===== src/rtl/irq_pkg.sv =====
package irq_pkg;
    typedef enum logic [1:0] {
        ST_IDLE   = 2'd0,
        ST_ASSERT = 2'd1,
        ST_GAP    = 2'd2
    } req_state_e;

    localparam logic SEL_STATUS = 1'b0;
    localparam logic SEL_MASK   = 1'b1;
endpackage


===== src/rtl/irq_status_reg.sv =====
module irq_status_reg #(
    parameter int NUM_SRC = 16
) (
    input  logic               clk,
    input  logic               rst,
    input  logic [NUM_SRC-1:0] evt,
    input  logic               clr_en,
    input  logic [NUM_SRC-1:0] clr_bits,
    output logic [NUM_SRC-1:0] status_q,
    output logic [NUM_SRC-1:0] status_d,
    output logic [NUM_SRC-1:0] removed
);
    // Per-bit sticky cell: event has priority over a clear in the same cycle
    for (genvar i = 0; i < NUM_SRC; i++) begin : g_bit
        logic clr_i;
        always_comb begin
            clr_i       = clr_en && clr_bits[i];
            status_d[i] = evt[i] || (status_q[i] && !clr_i);
            removed[i]  = status_q[i] && clr_i && !evt[i];
        end
        always_ff @(posedge clk) begin
            if (rst) status_q[i] <= 1'b0;
            else     status_q[i] <= status_d[i];
        end
    end
endmodule


===== src/rtl/irq_mask_reg.sv =====
module irq_mask_reg #(
    parameter int NUM_SRC = 16
) (
    input  logic               clk,
    input  logic               rst,
    input  logic               ld_en,
    input  logic [NUM_SRC-1:0] ld_val,
    output logic [NUM_SRC-1:0] mask_q,
    output logic [NUM_SRC-1:0] mask_d
);
    always_comb begin
        mask_d = ld_en ? ld_val : mask_q;
    end

    always_ff @(posedge clk) begin
        if (rst) mask_q <= '1;
        else     mask_q <= mask_d;
    end
endmodule


===== src/rtl/irq_req_fsm.sv =====
module irq_req_fsm
    import irq_pkg::*;
(
    input  logic clk,
    input  logic rst,
    input  logic pend_next,
    input  logic part_removed,
    output logic irq_n
);
    req_state_e state_q, state_d;

    always_comb begin
        state_d = state_q;
        unique case (state_q)
            ST_IDLE:   state_d = pend_next ? ST_ASSERT : ST_IDLE;
            ST_ASSERT: begin
                if (!pend_next)        state_d = ST_IDLE;
                else if (part_removed) state_d = ST_GAP;
                else                   state_d = ST_ASSERT;
            end
            ST_GAP:    state_d = pend_next ? ST_ASSERT : ST_IDLE;
            default:   state_d = ST_IDLE;
        endcase
    end

    always_ff @(posedge clk) begin
        if (rst) state_q <= ST_IDLE;
        else     state_q <= state_d;
    end

    always_comb begin
        irq_n = (state_q != ST_ASSERT);
    end
endmodule


===== src/rtl/irq_req_gen.sv =====
module irq_req_gen
    import irq_pkg::*;
#(
    parameter int NUM_SRC = 16
) (
    input  logic               clk,
    input  logic               rst,
    input  logic [NUM_SRC-1:0] evt,
    input  logic               reg_wr,
    input  logic               reg_sel,
    input  logic [NUM_SRC-1:0] reg_wdata,
    output logic [NUM_SRC-1:0] reg_rdata,
    output logic               irq_n
);
    logic [NUM_SRC-1:0] status_q, status_d, removed;
    logic [NUM_SRC-1:0] mask_q, mask_d;
    logic               wr_status, wr_mask;
    logic               pend_next, part_removed;

    always_comb begin
        wr_status = reg_wr && (reg_sel == SEL_STATUS);
        wr_mask   = reg_wr && (reg_sel == SEL_MASK);
    end

    irq_status_reg #(.NUM_SRC(NUM_SRC)) u_status (
        .clk      (clk),
        .rst      (rst),
        .evt      (evt),
        .clr_en   (wr_status),
        .clr_bits (reg_wdata),
        .status_q (status_q),
        .status_d (status_d),
        .removed  (removed)
    );

    irq_mask_reg #(.NUM_SRC(NUM_SRC)) u_mask (
        .clk    (clk),
        .rst    (rst),
        .ld_en  (wr_mask),
        .ld_val (reg_wdata),
        .mask_q (mask_q),
        .mask_d (mask_d)
    );

    always_comb begin
        pend_next    = |(status_d & ~mask_d);
        part_removed = |(removed & ~mask_q);
    end

    irq_req_fsm u_fsm (
        .clk          (clk),
        .rst          (rst),
        .pend_next    (pend_next),
        .part_removed (part_removed),
        .irq_n        (irq_n)
    );

    always_comb begin
        reg_rdata = (reg_sel == SEL_MASK) ? mask_q : status_q;
    end
endmodule


===== config.mk =====
export PLATFORM = sky130hd
export DESIGN_NAME = irq_req_gen
export DESIGN_NICKNAME = d
export VERILOG_FILES = /design/src/rtl/irq_pkg.sv /design/src/rtl/irq_status_reg.sv /design/src/rtl/irq_mask_reg.sv /design/src/rtl/irq_req_fsm.sv /design/src/rtl/irq_req_gen.sv
export SDC_FILE = /design/constraint.sdc
export NUM_CORES = 1
export LEC_CHECK = 0
export BUFFER_PORTS_ARGS = -buffer_cell sky130_fd_sc_hd__buf_2
export CORE_ASPECT_RATIO = 1.75
export CORE_UTILIZATION = 52
export CTS_CLUSTER_SIZE = 20
export DETAILED_ROUTE_END_ITERATION = 10
export PLACE_DENSITY_LB_ADDON = 0.1
export SETUP_SLACK_MARGIN = 0.15
export SLEW_MARGIN = 10
export SYNTH_ARGS = -nofsm -noshare
export SYNTH_HDL_FRONTEND = slang
export SYNTH_SLANG_ARGS = --single-unit

===== constraint.sdc =====
create_clock -name clk -period 2.09 [get_ports clk]
set_clock_uncertainty 0.05 [all_clocks]
set_input_delay 0.418 -clock clk [delete_from_list [all_inputs] [get_ports clk]]
set_output_delay 0.418 -clock clk [all_outputs]
set_load 0.005 [all_outputs]

== Yosys cells after proc, flatten, opt, wreduce, memory -nomap -nowiden ==
Cells that the tools add are included.

* Flip-flop bits (word level): 34
* Logic and storage cells: 150
* Input port bits: 36
* Output and inout port bits: 17

* Eq/ne operators: 3
* Bitwise gates (word level): 5
* Mux-type cells: 6
* Reduce and logical (&&, ||, !) cells: 118

{| class="wikitable"
|+ Operator list
! operator !! count
|-
| 1-bit logical AND || 66
|-
| 16-bit bitwise AND || 2
|-
| 1-bit zero test || 32
|-
| 16-bit two-way mux || 2
|-
| 16-bit NOT || 2
|-
| 16-bit OR reduction || 2
|-
| 1-bit logical OR || 16
|-
| 2-bit two-way mux || 2
|-
| 2-bit one-hot mux with 2 select lines || 1
|-
| 2-bit by 1-bit equality test with 1-bit output, second input constant || 1
|-
| 2-bit equality test, second input constant || 1
|-
| 2-bit zero test || 1
|-
| 2-bit by 1-bit inequality test with 1-bit output, second input constant || 1
|-
| 2-bit OR reduction || 1
|-
| 1-bit two-way mux || 1
|-
| 1-bit NOT || 1
|}

== Logic depth before layout (Yosys ltp) ==
* Depth after elaboration: 10
* Mapped depth: 8
* Gate-level depth less buffers: 6

== Hierarchy ==
Synthesis repeated with hierarchy kept, for this count alone.

* Cells, all modules: 203
* Area, all modules: 2199.6 µm²

{| class="wikitable"
|+ Modules (own cells, without submodules)
! module !! area each (µm²) !! seq. area each (µm²) !! times used !! cells each
|-
| irq_status_reg || 929.6 || 320.3 || 1 || 84
|-
| irq_mask_reg || 673.1 || 320.3 || 1 || 51
|-
| irq_req_gen || 504.2 || 0.0 || 1 || 62
|-
| irq_req_fsm || 92.6 || 40.0 || 1 || 6
|}

== Worst setup path before layout ==
OpenSTA, ideal clock, no wires.

* Kind: input-to-output
* Start: in reg_sel
* End: out reg_rdata[10]
* Setup slack: 0.353 ns
* Cell stages on the path: 4
* Buffers on the path: 3
* Required time: 1.622 ns
* Arrival: 1.269 ns
* Cells stage by stage: buf_6 buf_4 buf_2 mux2_2

* Word-level cells in the longest chain between the ends: 1

{| class="wikitable"
|+ Ends and longest elaborated chain
! item !! RTL line !! text
|-
| start: declaration || irq_req_gen.sv:10 || <nowiki>input logic reg_sel,</nowiki>
|-
| 16-bit two-way mux || irq_req_gen.sv:59 || <nowiki>reg_rdata = (reg_sel == SEL_MASK) ? mask_q : status_q;</nowiki>
|-
| end: declaration || irq_req_gen.sv:12 || <nowiki>output logic [NUM_SRC-1:0] reg_rdata,</nowiki>
|}

No other way between the ends.

== Final worst setup path ==
* Start: in reg_sel
* End: out reg_rdata[0]

The elaborated chain is that of the path after synthesis.

==> flow_summary.yaml <==
clocking:
  clock_root_buffer: "clkbuf_8"
  postCtsSetupRepairBufs: 0
  number_of_cts_inserted_buffers: 5
  cts.clk_slew.worst_paths_ns: 0.06
  cts-hold-fix-buffers: 0
  cts.sinks: 34
  h_tree_depth: 2
  cts-resized-gates: 0
  cts_tree: "yes"
  clkLatencyLatePin_ns: 0.29
  max-clock-path-buffers: 2
detailed_routing:
  wire_per_inst_um: 15.0
  viasPerCell: 5.78
  detail-route-antenna-nets: 0
  drt_pass1_iterations: 4
  dr_total_vias: 2074
  drcViolationCount: 0
  drt-met1-wl_um: 2130
  drt_first_iter_violations: 54
  detail_route.wirelength_um: 5400
  top_signal_layer_used: "met4"
  dr_wl_met2_um: 2960
  routed_length_on_met3_um: 183
global_route:
  first_global_vias: 1965
  grt_antenna_before_repair: 0
  grt_first_pass_wirelength_um: 8880
  grt_remaining_overflow: 0
  grt_start_max_net_pins: 19
  grt_util_all_layers_pct: 27.9
die:
  die-width_um: 48.6
  initial_core_utilization_pct: 54.4
  die_area_mm2: 0.00405
  chipHeight_um: 83.5
  core_area_mm2: 0.00363
  ios: 53
  rows: 29
critical_path:
  critical_path_data_required_time_ns: 1.62
  cp_max_fo: 14
  critPathCaptureType: "primary output"
  r2r_cells: 5
  worstSetupStartpointType: "input pin"
  arrival_ns: 1.34
  worst-r2r-setup-slack_ns: 0.40
  worstSetupPathType: "in -> out"
logic_synthesis:
  synth_most_common_cell: "nand2_1"
  postSynth.asyncResetShare_pct: 0
  synthesized_area_divided_by_synthesized_cell_count_um2: 7.62
  yosysTopAreaCellShare_pct: 34.5
  post_synth_instance_area_mm2: 0.00197
  synth.ff_latch_count: 34
  synthFlopType: "dfxtp_1"
  post_synth_main_area_contributors: "dfxtp_1 34%, o211ai_1 9.9%, mux2_2 9.1%, nand2_1 8.9%, a21oi_1 8.1%"
  synth_enable_flop_cells: 0
  synth.yosys.warnings: 0
  net_count_of_the_mapped_netlist: 295
  post_synth_inst_count: 259
  synth_common_cells: "47 x nand2_1, 34 x dfxtp_1, 32 x a21oi_1, 32 x nor2_1, 26 x o211ai_1"
  synthDominantAreaCellType: "dfxtp_1"
  part_of_the_yosys_area_used_for_sequential_elements_pct: 34.5
  synth.distinct_cells: 27
power_and_ir_drop:
  power.density_mw_per_mm2: 660
  peak_supply_drop_v: 0.000595
  power_leakage_nw: 1.07
finish:
  final_layout_size_suffix_gt1_share_pct: 27.8
  finish.net_count: 348
  antennaDiodeCount: 0
  seqCellArea_um2: 681
  layout_stage_area_growth_over_the_synthesis_result_pct: 20.6
  fillers: 350
  multiInputGateArea_mm2: 0.00113
sta:
  final_hold_viol_count: 0
  setup_viol_count_final: 0
  timing.slew.headroom_pct: 57.5
  fmax_mhz: 553
  hold_ws_ns: 0.328
  worst_margin_pin_slew_ns: 0.638
  setup_repair_after_global_routing_missed_its_margin: "false"
  timing.final.max_slew_violations: 0
  setup_tns_ns: 0
  final_period_minus_worst_setup_slack_ns: 1.81
  final.period_utilization_pct: 86.5
run:
  max_cap_violations: 0
placed_design:
  port-buffer-count: 52
  gpl.final_weighted_congestion: 0.843
  hpwlAfterDp_um: 4060
run_status:
  run_status: "finished, final reports clean"
hold_path:
  worstHoldPathType: "in -> reg"
  min_delay_path_depth: 3
==> worst max-delay path, cell delays in order <==
cell and delay (ns):
clkbuf_4 0.26, buf_4 0.20, mux2_2 0.34, buf_2 0.13
==> worst paths after layout <==
| path | from | to |
|---|---|---|
| worst max register to register | u_status.status_q[14] | u_fsm.state_q[1] |
| worst min register to register | u_fsm.state_q[0] | u_fsm.state_q[0] |
| worst min-delay path | reg_wdata[15] | u_mask.mask_q[15] |
| worst max-delay path | reg_sel | reg_rdata[0] |
==> flip-flops by register name, indices dropped and copies added (netlist names) <==
register	cells
u_status.status_q	16
u_fsm.state_q	2
u_mask.mask_q	16
==> layout by cell type (no fill, tap or decap), drive strengths merged, types with 2 or more instances in the layout <==
master,synthesis,final
nand2,48,48
mux2,16,16
o211ai,26,26
dfxtp,34,34
nor2,32,32
a32oi,2,2
a21oi,32,32
nand3,2,2
a21boi,2,2
o21ai,2,2
nand4,22,22
buf,11,60
clkbuf,4,8
nand2b,3,3
inv,15,15
==> cell type report <==
class | count | share of cell area [%]
repair buffers | 61 | 15.5
multi-input cells | 195 | 47.3
clock inverters | 1 | 0.210
clock buffers | 7 | 3.63
well taps | 46 | 2.42
flip-flops and latches | 34 | 28.6
inverters | 15 | 2.37
==> per-layer routing <==
metal  GRT usage, %  up-vias
li1               -     1027
met1           30.5      978
met2           51.7       59
met3           3.46       10
met4           13.4        0
met5              0        -
==> per-stage QoR <==
stage                     cell area (um2)  power, mW  cells  setup WS (ns)  utilization [%]
after floorplan                      1970      0.934    259          0.353                -
after global placement               2290       1.07    351         0.0656             63.0
after detailed placement             2290       1.08    351         0.0376             63.0
after CTS                            2380       1.57    359          0.186             65.5
after global routing                 2380       1.64    359          0.242             65.6
final                                2380       1.57    359          0.281             65.6
==> power by group <==
part	total (mW)	internal, mW	switching, mW	leakage [nW]
logic	0.330	0.154	0.176	0.734
clock network	0.507	0.266	0.241	0.0482
registers	0.734	0.693	0.0404	0.283
total	1.57	1.11	0.458	1.07
==> cells by family after synthesis <==
family | after synthesis | share of synthesized area, %
simple gates | 113 | 26.7
flops | 34 | 34.5
buf+inv | 30 | 8.43
compound gates | 65 | 20.7
mux | 17 | 9.64
No activity file was read; power rests on OpenSTA's default activity.
